<file path="config.mk">
export PLATFORM = sky130hd
export DESIGN_NAME = mdio_reg_master
export DESIGN_NICKNAME = d
export VERILOG_FILES = /design/src/rtl/mdio_pkg.sv /design/src/rtl/mdio_clk_div.sv /design/src/rtl/mdio_frame_eng.sv /design/src/rtl/mdio_reg_master.sv
export SDC_FILE = /design/constraint.sdc
export NUM_CORES = 1
export LEC_CHECK = 0
export ABC_AREA = 1
export BUFFER_PORTS_ARGS = -buffer_cell sky130_fd_sc_hd__buf_2
export CAP_MARGIN = 10
export CORE_MARGIN = 10
export CORE_UTILIZATION = 40
export DETAILED_ROUTE_END_ITERATION = 8
export SETUP_SLACK_MARGIN = 0.02
export SYNTH_ARGS = -nofsm -noshare
export SYNTH_HDL_FRONTEND = slang
export SYNTH_SLANG_ARGS = --single-unit
</file>
<file path="constraint.sdc">
create_clock -name clk_i -period 2.3 [get_ports clk_i]
set_input_delay 0.23 -clock clk_i [delete_from_list [all_inputs] [get_ports clk_i]]
set_output_delay 0.23 -clock clk_i [all_outputs]
set_load 0.01 [all_outputs]
</file>
<file path="src/rtl/mdio_pkg.sv">
package mdio_pkg;
  localparam int FRAME_BITS = 64;
  localparam int TA_BIT     = 46;
  localparam int DATA_BIT   = 48;
  localparam int DATA_W     = 16;
  localparam int ADDR_W     = 5;
  localparam int RNG_W      = 4;

  typedef struct packed {
    logic [ADDR_W-1:0] phy;
    logic [ADDR_W-1:0] regad;
    logic [RNG_W-1:0]  rng;
    logic              wr;
    logic              busy;
  } cmd_t;
endpackage

</file>
<file path="src/rtl/mdio_clk_div.sv">
module mdio_clk_div #(
  parameter int RNG_W    = 4,
  parameter int DIV_UNIT = 1
) (
  input  logic             clk_i,
  input  logic             rst_ni,
  input  logic             run_i,
  input  logic [RNG_W-1:0] rng_i,
  output logic             tick_o
);
  localparam int MAX_HALF = (2**RNG_W) * DIV_UNIT;
  localparam int CNT_W    = $clog2(MAX_HALF + 1);

  logic [CNT_W-1:0] cnt_q;
  logic [CNT_W-1:0] half;

  assign half   = CNT_W'((32'(rng_i) + 1) * DIV_UNIT);
  assign tick_o = run_i && (cnt_q == half - 1'b1);

  always_ff @(posedge clk_i or negedge rst_ni) begin
    if (!rst_ni)      cnt_q <= '0;
    else if (!run_i)  cnt_q <= '0;
    else if (tick_o)  cnt_q <= '0;
    else              cnt_q <= cnt_q + 1'b1;
  end

  AST_DIV_BOUND: assert property (@(posedge clk_i) disable iff (!rst_ni)
    run_i |-> (cnt_q < half));
endmodule

</file>
<file path="src/rtl/mdio_frame_eng.sv">
module mdio_frame_eng
  import mdio_pkg::*;
(
  input  logic              clk_i,
  input  logic              rst_ni,
  input  logic              start_i,
  input  logic              wr_i,
  input  logic [ADDR_W-1:0] phy_i,
  input  logic [ADDR_W-1:0] reg_i,
  input  logic [DATA_W-1:0] wdata_i,
  input  logic              tick_i,
  input  logic              mdio_i,
  output logic              run_o,
  output logic              mdc_o,
  output logic              mdio_o,
  output logic              mdio_oe_o,
  output logic              done_o,
  output logic [DATA_W-1:0] rdata_o
);
  localparam int IDX_W = $clog2(FRAME_BITS);

  logic                  run_q, mdc_q, wr_q;
  logic [FRAME_BITS-1:0] sh_q;
  logic [IDX_W-1:0]      bit_q;
  logic [DATA_W-1:0]     rd_q;
  logic [FRAME_BITS-1:0] frame;

  assign frame = {32'hFFFF_FFFF, 2'b01, (wr_i ? 2'b01 : 2'b10), phy_i, reg_i, 2'b10,
                  (wr_i ? wdata_i : {DATA_W{1'b0}})};

  assign done_o    = run_q && tick_i && mdc_q && (bit_q == IDX_W'(FRAME_BITS - 1));
  assign run_o     = run_q;
  assign mdc_o     = mdc_q;
  assign mdio_o    = run_q & sh_q[FRAME_BITS-1];
  assign mdio_oe_o = run_q && (wr_q || (bit_q < IDX_W'(TA_BIT)));
  assign rdata_o   = rd_q;

  always_ff @(posedge clk_i or negedge rst_ni) begin
    if (!rst_ni) begin
      run_q <= 1'b0;
      mdc_q <= 1'b0;
      wr_q  <= 1'b0;
      sh_q  <= '0;
      bit_q <= '0;
      rd_q  <= '0;
    end else if (start_i) begin
      run_q <= 1'b1;
      mdc_q <= 1'b0;
      wr_q  <= wr_i;
      sh_q  <= frame;
      bit_q <= '0;
    end else if (run_q && tick_i) begin
      if (!mdc_q) begin
        mdc_q <= 1'b1;
        // sample on rising MDC
        if (!wr_q && bit_q >= IDX_W'(DATA_BIT)) rd_q <= {rd_q[DATA_W-2:0], mdio_i};
      end else begin
        mdc_q <= 1'b0;
        if (done_o) run_q <= 1'b0;
        else begin
          bit_q <= bit_q + 1'b1;
          sh_q  <= {sh_q[FRAME_BITS-2:0], 1'b0};
        end
      end
    end
  end

  AST_NO_RESTART: assert property (@(posedge clk_i) disable iff (!rst_ni)
    start_i |-> !run_q);
endmodule

</file>
<file path="src/rtl/mdio_reg_master.sv">
module mdio_reg_master
  import mdio_pkg::*;
#(
  parameter int DIV_UNIT = 1
) (
  input  logic        clk_i,
  input  logic        rst_ni,
  input  logic        cmd_we_i,
  input  logic [15:0] cmd_wdata_i,
  input  logic        data_we_i,
  input  logic [15:0] data_wdata_i,
  output logic [15:0] cmd_rdata_o,
  output logic [15:0] data_rdata_o,
  output logic        mdc_o,
  output logic        mdio_o,
  output logic        mdio_oe_o,
  input  logic        mdio_i
);
  cmd_t              cmd_q, cmd_in;
  logic [DATA_W-1:0] data_q;
  logic              start, tick, done, run;
  logic [DATA_W-1:0] rdata;

  assign cmd_in       = cmd_t'(cmd_wdata_i);
  assign start        = cmd_we_i && !cmd_q.busy && cmd_in.busy;
  assign cmd_rdata_o  = cmd_q;
  assign data_rdata_o = data_q;

  always_ff @(posedge clk_i or negedge rst_ni) begin
    if (!rst_ni) begin
      cmd_q  <= '0;
      data_q <= '0;
    end else begin
      if (cmd_we_i && !cmd_q.busy) cmd_q <= cmd_in;
      else if (done)               cmd_q.busy <= 1'b0;
      if (done && !cmd_q.wr)           data_q <= rdata;
      else if (data_we_i && !cmd_q.busy) data_q <= data_wdata_i;
    end
  end

  mdio_clk_div #(.RNG_W(RNG_W), .DIV_UNIT(DIV_UNIT)) div_i (
    .clk_i (clk_i),
    .rst_ni(rst_ni),
    .run_i (run),
    .rng_i (cmd_q.rng),
    .tick_o(tick)
  );

  mdio_frame_eng eng_i (
    .clk_i    (clk_i),
    .rst_ni   (rst_ni),
    .start_i  (start),
    .wr_i     (cmd_in.wr),
    .phy_i    (cmd_in.phy),
    .reg_i    (cmd_in.regad),
    .wdata_i  (data_q),
    .tick_i   (tick),
    .mdio_i   (mdio_i),
    .run_o    (run),
    .mdc_o    (mdc_o),
    .mdio_o   (mdio_o),
    .mdio_oe_o(mdio_oe_o),
    .done_o   (done),
    .rdata_o  (rdata)
  );

  AST_IDLE_QUIET: assert property (@(posedge clk_i) disable iff (!rst_ni)
    !cmd_q.busy |-> (!mdc_o && !mdio_oe_o));
  AST_START_CAUSE: assert property (@(posedge clk_i) disable iff (!rst_ni)
    $rose(cmd_q.busy) |-> $past(cmd_we_i && cmd_wdata_i[0]));
  AST_CMD_FROZEN: assert property (@(posedge clk_i) disable iff (!rst_ni)
    (cmd_q.busy && !done) |=> $stable(cmd_q));
  AST_DATA_FROZEN: assert property (@(posedge clk_i) disable iff (!rst_ni)
    (cmd_q.busy && !done) |=> $stable(data_q));
endmodule

</file>
==> results.md <==
| Result | Reported |
| --- | --- |
| Outcome | finished clean |
| Starting Density | 0.410 |
| Synth Register Bits | 126 |
| Number of H-tree branching levels | 4 |
| Final setup fails | 0 |
| CP max stage delay | 0.39 ns |
| Number of warnings reported in the yosys synthesis log | 0 |
| Critical path fanouts, max | 59 |
| Final HPWL DP | 8.65 mm |
| Reg2reg path depth | 7 |
| Post-synth top area share | 0.550 |
| Distinct cell type count after synthesis | 25 |
| Number of hold violations in the final report | 0 |
| Total inserted antenna cells | 0 |
| Total negative slack for setup checks | 0 ns |
| Area share of and/or/nand/nor cells after synthesis | 0.275 |
| Critical path startpoint | eng_i.bit_q[0] |
| Standard cell core area | 14000 um^2 |
| XOR/XNOR Fraction of Synth Area | 0.00916 |
| Syn Inst Count | 709 |
| Post-route DRC | 0 |
| Detailed Route Iter0 Violations | 352 |
| Overall routed net length | 13.3 mm |
| Total area of sequential cells | 3150 um^2 |
| Sink of the worst hold path | cmd_rdata_o[4] |
| CTS max path bufs | 2 |
| Post-synthesis cell type with the largest combined area | dfrtp_1 |
| RSZ-0062 raised after global routing | no |
| Combined area of all synthesized cells | 5740 um^2 |
| Chip Height | 140 um |
| Total area of multi-input combinational cells | 2140 um^2 |
| Post-synthesis compound-gate area fraction | 0.0833 |
| Crit path max-delay cell type | dfrtp_1 |
| First-pass GRT wire length | 22.8 mm |
| Post-synth ARST share | 1.00 |
| Crit path top cell by count | nand2_4 |
| Cell depth of the worst hold path | 3 |
| Ratio of cells with drive above 1 in the final layout | 0.159 |
| Max Clock Freq | 491 MHz |
| Register-to-Register Setup Slack | 0.26 ns |
| Initial antenna violation count | 0 |
| Clock root buffer | clkbuf_16 |
| Startpoint of the worst hold path | cmd_wdata_i[4] |
| Boundary Pins | 72 |
| Pin count of the biggest net entering global routing | 127 |
| Required time reported for the critical path endpoint | 2.61 ns |
| Count of fill cells added during filler insertion | 1334 |
| Average cell area after synthesis | 8.09 um^2 |
| Global placement routability congestion | 0.863 |
| Crit start category | flip-flop |
| Critical setup path kind | flip-flop to flip-flop |
| Tightest slew margin relative to the limit | 0.536 |
| Area growth syn-to-layout | 19.0% |
| Synthesized netlist net count | 748 |
| Net count reported at finish | 812 |
| Max Transition Viols Final | 0 |
| Overflow left after global routing | 0 |
| Row Count | 43 |
| Number of port buffers | 71 |
| Endpoint arrival time on the critical path | 2.35 ns |
| Post-layout total power | 4.86 mW |
| Adder and majority gate portion of the synthesized area | 0.00436 |
| Vias in the first global route | 4680 |
| Leading cell type by number of instances after synthesis | nand2_1 |
| Kind of cell with the highest combined delay on the critical path | simple AND/OR/NAND/NOR gates |
| Period Utilization, post-route | 0.886 |
| Total Die Area | 19500 um^2 |
| Avg WL per Cell | 13.8 um |
| Mean number of vias per cell | 4.99 |
| All-layer global routing usage | 0.140 |
| Endpoint of the worst-slack reg-to-reg timing path | eng_i.sh_q[6] |
| Maximum resistive drop on vdd | 0.000532 V |
| Post-CTS repair timing setup buffer count | 0 |
| Top post-synthesis cells by area | dfrtp_1 (55%), nand2_1 (16%), o21ai_0 (7.4%), nand3_1 (7.0%), inv_1 (4.3%) |
| Count of flip-flops with a built-in enable after synthesis | 0 |
| Number of max-cap violations | 0 |
| Clock buffers created by TritonCTS | 17 |
| Via count | 4823 |
| Sequential cell area fraction in the yosys report | 0.550 |
| Multiplexer share of the synthesized area | 0 |
| Static Leak | 3.57 nW |
| Hold bufs inserted after CTS | 1 |
| TritonCTS clock tree | yes |
| Worst-path cell chain | ha_1, nand3_1, nor2_4, inv_1, nand2_4, nand2_4, o21ai_0 |
| Resize count post-CTS | 0 |
| Cell Pwr Density | 712 nW/um^2 |
| Detailed Routing Iterations Pass 1 | 6 |
| Clock-pin slew on the worst setup and hold paths | 0.05 ns |
| Clock Skews | 0.00689 ns |
| Die width | 140 um |
| Launch point of the worst reg-to-reg path | eng_i.bit_q[0] |
| Combined buffer and inverter count along the critical path | 1 |
| Most used flip-flop cell after synthesis | dfrtp_1 |
| Endpoint kind of the worst setup timing path | flip-flop |
| Clock sinks | 126 |
| Class of the tightest hold or removal check | input pin to flip-flop |
| Time the worst path needs with I/O delays and setup | 2.04 ns |
| Most used standard cells in the synthesized netlist | nand2_1 (251), dfrtp_1 (126), o21ai_0 (85) |
| Combinational family with the most area after synthesis | simple AND/OR/NAND/NOR gates |
| Clock latency at the later pin of the worst-skew pair | 0.42 ns |
| Worst slew pin tran | 0.696 ns |
| Post-DRT Antenna Nets | 0 |
cell usage in the layout (no fill, tap or decap), types with 4 or more instances in the layout:
master / count
nand2_1: 250
dfrtp_1: 126
o21ai_0: 85
nand3_1: 80
buf_2: 70
inv_1: 65
nand4_1: 19
clkbuf_16: 17
buf_4: 13
nor2_1: 12
clkinv_2: 7
xor2_1: 6
a21oi_1: 5
inv_2: 4
o21ai_1: 4
stage by stage:
stage                     setup slack, ns  utilization  instance area [um^2]  cells  hold slack, ns
after floorplan                     0.687            -                  5740    709         -0.0656
after global placement              0.340        0.447                  6250    933           0.395
after detailed placement            0.313        0.447                  6250    933           0.401
after CTS                           0.268        0.488                  6820    966         0.00505
after global routing               0.0454        0.488                  6820    966          0.0184
final                               0.263        0.488                  6820    966          0.0220
report_power, final:
part / switching, mW / total (mW) / internal [mW]
combinational: 0.0561 / 0.0837 / 0.0275
clock: 0.950 / 2.56 / 1.61
sequential: 0 / 2.22 / 2.22
total: 1.01 / 4.86 / 3.85
area by class of cell:
type,count,share of cell area
Inverter,70,0.0385
Tap cell,180,0.0330
Clock buffer,20,0.0655
Sequential cell,126,0.462
Multi-Input combinational cell,473,0.313
Timing Repair Buffer,85,0.0700
Clock inverter,12,0.0176
registers in the layout, indices dropped and copies added (netlist names):
name and count:
eng_i.bit_q 6, eng_i.run_o 1, div_i.cnt_q 5, eng_i.rdata_o 16, eng_i.mdc_o 1, cmd_rdata_o 16, eng_i.sh_q 64, data_rdata_o 16
eng_i.wr_q 1
per-layer routing:
layer | routed length [um] | global-route usage | part of all wire
met4 | 208 | 0.0592 | 0.016
met1 | 6270 | 0.177 | 0.47
met2 | 6110 | 0.215 | 0.46
met5 | 0 | 0 | 0
met3 | 705 | 0.0442 | 0.053
worst register-to-register path: cells and delay by family (launching register included):
family | cells | cell delay, ns
adders and majority gates | 1 | 0.21
buffers and inverters | 1 | 0.08
AOI/OAI and AO/OA | 1 | 0.36
DFF | 1 | 0.39
and+or+nand+nor | 4 | 0.90
worst max-delay path by stage:
| stage | to | slack (ns) | cells past startpoint |
|---|---|---|---|
| 2_1_floorplan | eng_i.sh_q[17] | 0.69 | 8 |
| 3_3_place_gp | eng_i.sh_q[32] | 0.34 | 8 |
| 3_5_place_dp | eng_i.sh_q[10] | 0.31 | 7 |
| 4_1_cts | eng_i.sh_q[6] | 0.27 | 7 |
| 5_1_grt | eng_i.sh_q[39] | 0.05 | 10 |
| 6_report | eng_i.sh_q[6] | 0.26 | 7 |
kinds of logic (layout without fill, tap and decap cells):
kind of cell / count (synthesis) / in the layout
flops: 126 / 126
compound gates: 95 / 95
fa+ha+maj: 2 / 2
xor+xnor: 6 / 6
simple gates: 370 / 370
buf+inv: 110 / 187
Power figures use the tool's default switching activity.
